--- config.mk ---
export PLATFORM = sky130hd
export DESIGN_NAME = alu_flag_unit
export DESIGN_NICKNAME = d
export VERILOG_FILES = /design/src/rtl/alu_flag_pkg.sv /design/src/rtl/alu_core.sv /design/src/rtl/arith_flags.sv /design/src/rtl/power_flags.sv /design/src/rtl/alu_flag_unit.sv
export SDC_FILE = /design/constraint.sdc
export NUM_CORES = 1
export LEC_CHECK = 0
export BUFFER_PORTS_ARGS = -buffer_cell sky130_fd_sc_hd__buf_2
export CORE_MARGIN = 2
export CORE_UTILIZATION = 33
export DETAILED_ROUTE_END_ITERATION = 16
export SYNTH_ARGS = -nofsm -noshare
export SYNTH_HDL_FRONTEND = slang
export SYNTH_SLANG_ARGS = --single-unit
--- constraint.sdc ---
create_clock -name clk -period 7.2 [get_ports clk]
set_input_delay 0.72 -clock clk [delete_from_list [all_inputs] [get_ports clk]]
set_output_delay 0.72 -clock clk [all_outputs]
set_load 0.02 [all_outputs]
--- src/rtl/alu_flag_pkg.sv ---
package alu_flag_pkg;
  typedef enum logic [2:0] {
    OP_PASS_F = 3'd0,
    OP_ADD    = 3'd1,
    OP_SUB    = 3'd2,
    OP_AND    = 3'd3,
    OP_OR     = 3'd4,
    OP_XOR    = 3'd5,
    OP_NOT_F  = 3'd6,
    OP_PASS_A = 3'd7
  } alu_op_e;

  localparam int STAT_C  = 0;
  localparam int STAT_DC = 1;
  localparam int STAT_Z  = 2;
  localparam int STAT_PD = 3;
  localparam int STAT_TO = 4;
  localparam int STAT_W  = 8;
endpackage

--- src/rtl/alu_core.sv ---
module alu_core
  import alu_flag_pkg::*;
#(
  parameter int W = 8
) (
  input  logic [W-1:0] acc_i,
  input  logic [W-1:0] file_i,
  input  logic [2:0]   op_i,
  output logic [W-1:0] res_o,
  output logic         c_o,
  output logic         dc_o,
  output logic         arith_o
);
  localparam int H = W / 2;

  logic         is_sub;
  logic [W-1:0] b_opnd;
  logic [W:0]   full_sum;
  logic [H:0]   half_sum;

  assign is_sub   = (op_i == OP_SUB);
  assign b_opnd   = is_sub ? ~acc_i : acc_i;
  assign full_sum = {1'b0, file_i} + {1'b0, b_opnd} + {{W{1'b0}}, is_sub};
  assign half_sum = {1'b0, file_i[H-1:0]} + {1'b0, b_opnd[H-1:0]} + {{H{1'b0}}, is_sub};
  assign c_o      = full_sum[W];
  assign dc_o     = half_sum[H];
  assign arith_o  = (op_i == OP_ADD) || is_sub;

  always_comb begin
    unique case (op_i)
      OP_ADD, OP_SUB: res_o = full_sum[W-1:0];
      OP_AND:         res_o = file_i & acc_i;
      OP_OR:          res_o = file_i | acc_i;
      OP_XOR:         res_o = file_i ^ acc_i;
      OP_NOT_F:       res_o = ~file_i;
      OP_PASS_A:      res_o = acc_i;
      default:        res_o = file_i;
    endcase
  end
endmodule

--- src/rtl/arith_flags.sv ---
module arith_flags (
  input  logic       clk,
  input  logic       rst,
  input  logic       upd_arith_i,
  input  logic       upd_z_i,
  input  logic       c_i,
  input  logic       dc_i,
  input  logic       z_i,
  input  logic       wr_i,
  input  logic [2:0] wdata_i,
  output logic       c_o,
  output logic       dc_o,
  output logic       z_o
);
  always_ff @(posedge clk) begin
    if (rst) begin
      c_o  <= 1'b0;
      dc_o <= 1'b0;
      z_o  <= 1'b0;
    end else begin
      if (upd_arith_i) begin
        c_o  <= c_i;
        dc_o <= dc_i;
      end else if (wr_i) begin
        c_o  <= wdata_i[0];
        dc_o <= wdata_i[1];
      end
      if (upd_z_i)   z_o <= z_i;
      else if (wr_i) z_o <= wdata_i[2];
    end
  end
endmodule

--- src/rtl/power_flags.sv ---
module power_flags (
  input  logic clk,
  input  logic rst,
  input  logic wdt_clr_i,
  input  logic sleep_i,
  input  logic wdt_ovf_i,
  output logic pd_o,
  output logic to_o
);
  always_ff @(posedge clk) begin
    if (rst) begin
      pd_o <= 1'b1;
      to_o <= 1'b1;
    end else begin
      if (sleep_i)        pd_o <= 1'b0;
      else if (wdt_clr_i) pd_o <= 1'b1;

      if (wdt_ovf_i)                 to_o <= 1'b0;
      else if (sleep_i || wdt_clr_i) to_o <= 1'b1;
    end
  end
endmodule

--- src/rtl/alu_flag_unit.sv ---
module alu_flag_unit
  import alu_flag_pkg::*;
#(
  parameter int W = 8
) (
  input  logic         clk,
  input  logic         rst,
  input  logic [W-1:0] acc_i,
  input  logic [W-1:0] file_i,
  input  logic [2:0]   op_i,
  input  logic         exec_i,
  input  logic         flag_en_i,
  input  logic         stat_wr_i,
  input  logic [2:0]   stat_wdata_i,
  input  logic         wdt_clr_i,
  input  logic         sleep_i,
  input  logic         wdt_ovf_i,
  output logic [W-1:0] result_o,
  output logic [7:0]   status_o
);
  logic [W-1:0] alu_res;
  logic         alu_c, alu_dc, alu_arith;
  logic         upd_z, upd_arith;
  logic         c_q, dc_q, z_q, pd_q, to_q;

  alu_core #(.W(W)) u_core (
    .acc_i   (acc_i),
    .file_i  (file_i),
    .op_i    (op_i),
    .res_o   (alu_res),
    .c_o     (alu_c),
    .dc_o    (alu_dc),
    .arith_o (alu_arith)
  );

  assign upd_z     = exec_i && flag_en_i;
  assign upd_arith = upd_z && alu_arith;

  arith_flags u_arith (
    .clk         (clk),
    .rst         (rst),
    .upd_arith_i (upd_arith),
    .upd_z_i     (upd_z),
    .c_i         (alu_c),
    .dc_i        (alu_dc),
    .z_i         (alu_res == '0),
    .wr_i        (stat_wr_i),
    .wdata_i     (stat_wdata_i),
    .c_o         (c_q),
    .dc_o        (dc_q),
    .z_o         (z_q)
  );

  power_flags u_power (
    .clk       (clk),
    .rst       (rst),
    .wdt_clr_i (wdt_clr_i),
    .sleep_i   (sleep_i),
    .wdt_ovf_i (wdt_ovf_i),
    .pd_o      (pd_q),
    .to_o      (to_q)
  );

  always_ff @(posedge clk) begin
    if (rst)         result_o <= '0;
    else if (exec_i) result_o <= alu_res;
  end

  assign status_o = {3'b000, to_q, pd_q, z_q, dc_q, c_q};
endmodule

==> impl_metrics.py, run 1 <==
metrics = {
    "power": {
        "sw_frac_of_total_pct": 38.4,
        "total_leakage_power_nw": 0.993,
        "irDropWorstVdd_mv": 0.0968,
        "combinationalPowerShare_pct": 49.9,
        "clock_power_share_pct": 21.9,
        "switchingPower_mw": 0.110,
        "power_density_nw_per_um2": 133,
        "seq_power_share_pct": 28.1,
        "intPower_mw": 0.177,
        "finalPower_mw": 0.287,
    },
    "run_status": {
        "outcome": "completed",
    },
    "sta": {
        "skew_ps": 0,
        "period_minus_slack_ps": 3700,
        "period_share_pct": 51.4,
        "setup_viol": 0,
        "drv_slew": 0,
        "tightest_slew_ps": 641,
        "max_freq_mhz": 270,
        "slew_headroom_pct": 57.1,
        "timing.setup.tns_ps": 0,
        "holdWs_ps": 477,
        "hold_viol": 0,
        "grt_setup_unrepaired": "false",
    },
    "worst_setup_path": {
        "end_kind": "flop",
        "critPathLaunchType": "input pin",
        "crit_arrival_ps": 3860,
        "ff2ff_path_depth": 3,
        "cp-startpoint": "op_i[1]",
        "cp_max_fo": 26,
        "r2r_slack_ps": 6370,
        "reg2reg_to": "u_arith.z_o$_SDFFE_PP0P_",
        "crit_type": "input pin to flop",
        "endpoint": "u_arith.z_o$_SDFFE_PP0P_",
        "critPathRequiredTime_ps": 7360,
        "r2r-start": "u_arith.z_o$_SDFFE_PP0P_",
    },
    "clock_tree": {
        "ctsResizeCount": 0,
        "cts_tree": "done",
        "insertion_delay_ps": 240,
        "cts_hold_buf": 0,
        "cts.reportedPaths.clkPinSlew_ps": 50,
        "h-tree-depth": 1,
        "post_cts_buffers": 0,
        "cts_max_path_buffers": 2,
        "root_buffer": "clkbuf_8",
        "cts_buffers": 3,
        "cts.sinks": 13,
    },
    "synth": {
        "yosys.cell_count.top_type": "ha_1",
        "synth.largest_area_cell": "ha_1",
        "synth_ff_type": "dfxtp_1",
        "yosys.area.top_type_share_pct": 16.7,
        "syn-instance-count": 237,
        "ys_seq_elements": 13,
        "synth_common_cells": "26 x ha_1, 24 x inv_1, 22 x nor2_1",
        "synth_enable_flop_cells": 0,
        "yosys-top-cells-area": "ha_1 17%, dfxtp_1 13%, xnor2_1 4.9%",
        "yosys.area_share.adder_pct": 18.2,
        "async_flop_share_pct": 0,
        "synth_top_family_by_area": "compound AO/OA/AOI/OAI gates",
        "synth_compound_area_share_pct": 25.4,
        "synth-simple-area-share_pct": 17.2,
        "synth_warnings": 0,
        "syn_area_sq_um": 1950,
        "synth-xor-area-share_pct": 6.28,
        "synth_seq_area_share_pct": 13.3,
        "yosysUniqueCellTypes": 59,
        "synth.avg_cell_area_sq_um": 8.24,
        "synthMuxAreaShare_pct": 6.53,
    },
    "floorplanning": {
        "pin_count": 46,
        "die_area_sq_um": 6550,
        "die_h_microns": 80.9,
        "num_rows": 28,
        "initial_core_util_pct": 33.6,
        "die_w_microns": 80.9,
        "coreArea_sq_um": 5820,
    },
    "grt": {
        "grt_pass1_wl_mm": 7.39,
        "grt_usage_pct": 14.2,
        "antenna_found_initial": 0,
        "first_global_vias": 1586,
        "grt_max_degree": 34,
        "grt_overflow": 0,
    },
    "drt": {
        "drc": 0,
        "wl_mm": 4.63,
        "via_count": 1704,
        "post_drt_via_cell_ratio": 5.00,
        "post_drt_wl_per_cell_microns": 13.6,
        "firstDrtPassIters": 4,
        "antenna_left": 0,
        "drt_iter0_drc": 96,
    },
    "finish": {
        "drive_gt1_share_pct": 24.4,
        "nets": 324,
        "fill_cells": 610,
        "syn2layout_area_growth_pct": 10.3,
        "antenna_cells": 0,
    },
    "placement": {
        "port_buffers": 42,
        "dp_hpwl_mm": 3.74,
        "gp_congestion": 0.893,
    },
    "hold_path": {
        "min_from": "result_o[1]$_SDFFE_PP0P_",
        "hold_class": "flop to flop",
    },
    "flow_run": {
        "drv_cap": 0,
    },
}
## cell families after synthesis
group	after synthesis
AOI/OAI and AO/OA	63
muxes	11
buffers and inverters	44
DFF	13
other	1
and+or+nand+nor	63
adders and majority gates	28
xor gates and xnor gates	14
## layout make-up
cell class,count,area (sq um),area share (%)
inverter,25,96.3,4.47
sequential,13,260,12.1
multi-input combinational,182,1450,67.2
tap,75,93.8,4.36
timing repair buffer,42,210,9.76
clock buffer,4,45.0,2.09
## metrics by stage
stage	instances	utilization [%]	cell area, sq um	setup WS, ps
floorplan	239	-	1960	3710
global placement	337	36.3	2110	3380
detailed placement	337	36.3	2110	3240
CTS	341	37.0	2150	3500
global route	341	37.0	2150	3130
finish	341	37.0	2150	3500
## layer usage
layer	vias to the layer above	track usage [%]	wire (microns)
met1	767	18.9	2280
met3	2	0.889	237
met5	-	0	0
met2	52	25.0	2090
li1	883	-	-
met4	0	3.56	17
## state kept, by name, summed over array words and instances (netlist names)
register,cells
u_power.pd_o,1
u_arith.dc_o,1
u_power.to_o,1
u_arith.z_o,1
result_o,8
u_arith.c_o,1
## worst min path at each step
stage                     slack [ps]                         to  depth (start not counted)
after floorplan                  470  u_power.pd_o$_SDFFE_PP1P_                          2
after global placement           470   result_o[3]$_SDFFE_PP0P_                          2
after detailed placement         470   result_o[1]$_SDFFE_PP0P_                          2
after CTS                        480   result_o[1]$_SDFFE_PP0P_                          2
after global routing             510   result_o[6]$_SDFFE_PP0P_                          2
final                            480   result_o[1]$_SDFFE_PP0P_                          2
## layout by cell type (no fill, tap or decap), drive strengths merged, types with 4 or more instances in the layout
cell type	n
o21ai	6
mux2	4
nand2b	5
inv	25
nor2b	4
xnor2	11
buf	42
o211ai	4
ha	26
nand3b	5
nor2	23
mux2i	6
clkbuf	4
nor3	5
nand2	14
dfxtp	13
a211oi	8
a21oi	14
## power by group through the flow
stage | sequential (mW) | clock (mW) | combinational (mW)
after floorplan | 0.0874 | 0 | 0.107
after global placement | 0.0823 | 0 | 0.142
after detailed placement | 0.0824 | 0 | 0.143
after CTS | 0.0809 | 0.0653 | 0.144
after global routing | 0.0815 | 0.0684 | 0.159
final | 0.0809 | 0.0630 | 0.143
## critical path, cell delays in order
cell	delay, ps
buf_2	390
inv_4	90
nor3_2	550
xnor2_1	220
inv_1	90
fa_1	420
nand2b_1	200
a21boi_0	270
nor2_1	90
xnor2_1	130
a221oi_1	340
o211ai_1	150
o31ai_2	210
(Power assumes the default switching activity.)
==> inputs of run 2 (changes only) <==
clock period = 3.6 ns   (was 7.2 ns; I/O delays follow)
==> run 2 against run 1 <==
Net effect:
- sequential share of layout area down 0.12 points
- worst setup slack worse by 2900 ps
- total power grew 100%
- worst hold slack worse by 170 ps
- non-clock buffer count rose by 3
- largest power group unchanged
- combinational power up 100%
- flip-flop and latch count is the same
- first-iteration DRC count increased by 11%
- via count up 1.1%
- sequential power grew 100%
- clock power up 100%
- design area is 1.0% higher
==> impl_metrics.py, run 2 (synthesis gave the netlist of run 1 again) <==
metrics = {
    "worst_setup_path": {
        "crit_type": "input pin to flop",
        "end_kind": "flop",
        "slowest_delay_ps": 420,
        "critPathSlowestCell": "fa_1",
        "endpoint": "u_arith.z_o$_SDFFE_PP0P_",
        "r2r_slack_ps": 2770,
        "cp.depth": 13,
        "reg2reg_to": "u_arith.z_o$_SDFFE_PP0P_",
        "critPathTopFamily": "compound AO/OA/AOI/OAI gates",
        "cp-startpoint": "op_i[1]",
        "cpMostUsedCell": "xnor2_1",
        "critPathRequiredTime_ps": 3760,
        "critPathLaunchType": "input pin",
        "cp_max_fo": 26,
        "crit_arrival_ps": 3150,
        "ff2ff_path_depth": 3,
        "r2r-start": "u_arith.z_o$_SDFFE_PP0P_",
        "cp_cell_sequence": "buf_2 -> inv_4 -> nor3_2 -> xnor2_1 -> inv_1 -> fa_1 -> nand2b_1 -> a21boi_0 -> nor2_1 -> xnor2_1 -> a221oi_1 -> o211ai_1 -> o31ai_2",
        "cp_num_buf_inv": 3,
    },
    "clock_tree": {
        "cts.reportedPaths.clkPinSlew_ps": 50,
        "cts.sinks": 13,
        "post_cts_buffers": 0,
        "ctsResizeCount": 0,
        "cts_max_path_buffers": 2,
        "root_buffer": "clkbuf_8",
        "insertion_delay_ps": 240,
        "h-tree-depth": 1,
        "cts_hold_buf": 0,
        "cts_buffers": 3,
        "cts_tree": "done",
    },
    "floorplanning": {
        "die_area_sq_um": 6550,
        "die_h_microns": 80.9,
        "coreArea_sq_um": 5820,
        "initial_core_util_pct": 33.6,
        "die_w_microns": 80.9,
        "pin_count": 46,
        "num_rows": 28,
    },
    "placement": {
        "dp_hpwl_mm": 3.67,
        "gp_congestion": 0.794,
        "dpl_cell_area_sq_um": 2130,
        "port_buffers": 42,
    },
    "power": {
        "total_leakage_power_nw": 1.01,
        "irDropWorstVdd_mv": 0.180,
        "power_density_nw_per_um2": 264,
    },
    "finish": {
        "multi_input_area_sq_um": 1450,
        "nets": 327,
        "final_cell_area_sq_um": 2180,
        "layout_commonest_cell": "buf_2",
        "layout_common_cells": "42 x buf_2, 26 x ha_1, 24 x inv_1",
        "regArea_sq_um": 260,
        "largest_register": "result_o",
        "drive_gt1_share_pct": 25.3,
        "largest_register_ffs": 8,
        "fill_cells": 636,
        "syn2layout_area_growth_pct": 11.5,
        "antenna_cells": 0,
    },
    "grt": {
        "grt_pass1_wl_mm": 7.33,
        "first_global_vias": 1575,
        "grt_usage_pct": 14.1,
        "antenna_found_initial": 0,
        "grt_max_degree": 27,
        "grt_overflow": 0,
    },
    "drt": {
        "antenna_left": 0,
        "drt_iter0_drc": 107,
        "drc": 0,
        "wl_mm": 4.42,
        "firstDrtPassIters": 4,
        "post_drt_wl_per_cell_microns": 12.8,
        "post_drt_via_cell_ratio": 5.01,
        "via_count": 1723,
    },
    "sta": {
        "drv_slew": 0,
        "holdWs_ps": 306,
        "setup_viol": 0,
        "timing.setup.tns_ps": 0,
        "period_minus_slack_ps": 2990,
        "grt_setup_unrepaired": "false",
        "max_freq_mhz": 334,
        "hold_viol": 0,
        "skew_ps": 0,
        "period_share_pct": 83.1,
    },
    "flow_run": {
        "drv_cap": 0,
    },
    "run_status": {
        "outcome": "completed",
    },
    "hold_path": {
        "hold_class": "input pin to flop",
    },
}
run 2: worst min path at each step:
stage,start,endpoint,depth (start not counted)
after floorplan,rst,result_o[1]$_SDFFE_PP0P_,1
after global routing,wdt_ovf_i,u_power.to_o$_SDFFE_PP1P_,2
after CTS,wdt_ovf_i,u_power.to_o$_SDFFE_PP1P_,2
after global placement,result_o[3]$_SDFFE_PP0P_,result_o[3]$_SDFFE_PP0P_,2
after detailed placement,result_o[1]$_SDFFE_PP0P_,result_o[1]$_SDFFE_PP0P_,2
final,wdt_ovf_i,u_power.to_o$_SDFFE_PP1P_,2
run 2: cell type report:
| type | instances | share of cell area, % |
|---|---|---|
| timing repair buffer | 45 | 10.7 |
| sequential | 13 | 12.0 |
| clock buffer | 4 | 2.07 |
| multi-input combinational | 182 | 66.6 |
| tap | 75 | 4.31 |
| inverter | 25 | 4.43 |
run 2: per-layer routing:
metal	track usage, %	routed length [microns]
met2	24.0	1970
met3	1.44	228
met5	0	0
met4	4.58	59
met1	18.7	2160
run 2: stage by stage:
stage          cells  util (%)  setup slack, ps  power [mW]
2_1_floorplan    239         -              469       0.388
6_report         344      37.4              607       0.575
3_5_place_dp     340      36.7              389       0.451
4_1_cts          344      37.4              637       0.581
5_1_grt          344      37.4              333       0.621
3_3_place_gp     340      36.7              494       0.449
run 2: report_power, final:
group | total [mW] | leakage, nW | switching (mW) | internal (mW)
Sequential | 0.162 | 0.108 | 0.00539 | 0.156
Combinational | 0.286 | 0.877 | 0.164 | 0.122
Clock | 0.127 | 0.0228 | 0.0493 | 0.0780
Total | 0.575 | 1.01 | 0.219 | 0.356
run 2: worst register-to-register path, delay by kind of cell (launching register included):
kind | cells | cell delay [ps]
mux | 1 | 260
flops | 1 | 300
simple gates | 1 | 100
compound gates | 1 | 70
==> inputs of run 3 (changes only) <==
clock period = 3.1 ns   (was 3.6 ns; I/O delays follow)
==> run 3 against run 2 <==
Net effect:
- sequential power is 15% higher
- worst setup slack lost 110 ps
- final cell count increased by 1.2%
- clock power is 14% higher
- non-clock buffer count increased by 4
- critical path depth fell by 1
- critical endpoint unchanged
- largest power group unchanged
- highest routed layer unchanged
==> impl_metrics.py, run 3 (synthesis gave the netlist of run 1 again) <==
metrics = {
    "floorplanning": {
        "initial_core_util_pct": 33.6,
        "die_h_microns": 80.9,
        "die_area_sq_um": 6550,
        "num_rows": 28,
        "coreArea_sq_um": 5820,
        "pin_count": 46,
        "die_w_microns": 80.9,
    },
    "clock_tree": {
        "cts.reportedPaths.clkPinSlew_ps": 50,
        "root_buffer": "clkbuf_8",
        "cts_tree": "done",
        "cts_max_path_buffers": 2,
        "cts_buffers": 3,
        "insertion_delay_ps": 240,
        "post_cts_buffers": 0,
        "cts.sinks": 13,
        "h-tree-depth": 1,
        "cts_hold_buf": 0,
        "ctsResizeCount": 0,
    },
    "grt": {
        "grt_util_met3_pct": 0.778,
        "grt_overflow": 0,
        "busiest_layer": "met2",
        "grtUsageMet1_pct": 19.3,
        "antenna_found_initial": 0,
        "grt_pass1_wl_mm": 7.51,
        "grt_max_degree": 29,
        "grt_usage_pct": 14.2,
        "met2_usage_pct": 24.5,
        "first_global_vias": 1638,
    },
    "hold_path": {
        "min_from": "wdt_ovf_i",
        "hold_class": "input pin to flop",
    },
    "finish": {
        "antenna_cells": 0,
        "utilization_pct": 38.0,
        "syn2layout_area_growth_pct": 13.0,
        "regArea_sq_um": 260,
        "fill_cells": 640,
        "layout_common_cells": "42 x buf_2, 26 x ha_1, 24 x inv_1",
        "multi_input_area_sq_um": 1450,
        "largest_register": "result_o",
        "layout_commonest_cell": "buf_2",
        "nets": 331,
        "final_cell_area_sq_um": 2210,
        "drive_gt1_share_pct": 26.4,
        "largest_register_ffs": 8,
    },
    "drt": {
        "post_drt_wl_per_cell_microns": 12.9,
        "drt_iter0_drc": 82,
        "antenna_left": 0,
        "wl_mm": 4.47,
        "firstDrtPassIters": 4,
        "via_count": 1759,
        "post_drt_via_cell_ratio": 5.05,
        "drc": 0,
    },
    "run_status": {
        "outcome": "completed",
    },
    "sta": {
        "drv_slew": 0,
        "hold_viol": 0,
        "setup_viol": 0,
        "period_minus_slack_ps": 2610,
        "period_share_pct": 84.1,
        "skew_ps": 0,
        "timing.setup.tns_ps": 0,
        "grt_setup_unrepaired": "false",
        "max_freq_mhz": 384,
    },
    "worst_setup_path": {
        "end_kind": "flop",
        "critPathSlowestCell": "fa_1",
        "r2r_slack_ps": 2280,
        "slowest_delay_ps": 410,
        "r2r-start": "u_arith.z_o$_SDFFE_PP0P_",
        "cp_cell_sequence": "buf_2 -> buf_4 -> nor4b_2 -> a21oi_1 -> fa_1 -> nand2b_1 -> a21boi_0 -> nor2_1 -> xnor2_1 -> a221oi_1 -> o211ai_1 -> o31ai_2",
        "crit_arrival_ps": 2770,
        "critPathLaunchType": "input pin",
        "critPathRequiredTime_ps": 3260,
        "cp_max_fo": 10,
        "cp-startpoint": "op_i[1]",
        "crit_type": "input pin to flop",
    },
    "placement": {
        "gp_congestion": 0.832,
        "port_buffers": 42,
        "dpl_cell_area_sq_um": 2160,
        "dp_hpwl_mm": 3.71,
    },
    "power": {
        "sw_frac_of_total_pct": 37.7,
        "clock_power_share_pct": 21.6,
        "switchingPower_mw": 0.252,
        "seq_power_share_pct": 28.0,
        "power_density_nw_per_um2": 303,
        "intPower_mw": 0.416,
        "combinationalPowerShare_pct": 50.3,
        "total_leakage_power_nw": 1.03,
        "irDropWorstVdd_mv": 0.214,
    },
    "flow_run": {
        "drv_cap": 0,
    },
}
[run 3: power groups by stage]
stage	Combinational, mW	Sequential (mW)	Clock, mW
6_report	0.336	0.187	0.145
5_1_grt	0.377	0.189	0.157
4_1_cts	0.338	0.187	0.149
3_5_place_dp	0.337	0.191	0
3_3_place_gp	0.333	0.191	0
2_1_floorplan	0.248	0.203	0
[run 3: final cells by class]
cell class / instances / share of cell area [%]
well taps: 75 / 4.25
inverters: 25 / 4.37
repair buffers: 49 / 11.9
multi-input cells: 182 / 65.6
flip-flops and latches: 13 / 11.8
clock buffers: 4 / 2.04
[run 3: worst max-delay path, delay by kind of cell]
family / cells / cell delay (ps)
buffers and inverters: 2 / 310
AO/OA/AOI/OAI: 5 / 1050
AND/OR/NAND/NOR: 3 / 560
XOR/XNOR: 1 / 130
adder cells (fa/ha/maj): 1 / 410
[run 3: per-stage QoR]
step	total power [mW]	setup WS, ps	hold slack (ps)	std cells
4_1_cts	0.675	491	256	348
3_3_place_gp	0.524	353	468	344
3_5_place_dp	0.527	238	474	344
2_1_floorplan	0.450	18.8	389	239
6_report	0.668	493	263	348
5_1_grt	0.723	135	259	348
[run 3: worst paths after layout]
kind         depth (start not counted)                        end
max                                 12   u_arith.z_o$_SDFFE_PP0P_
min                                  2  u_power.to_o$_SDFFE_PP1P_
max reg2reg                          3   u_arith.z_o$_SDFFE_PP0P_
min reg2reg                          2   result_o[1]$_SDFFE_PP0P_
[run 3: metal layers]
layer	wire length, microns	part of all wire, %
met5	0	0
met4	46	1.0
met2	2060	46
met3	255	5.7
met1	2110	47
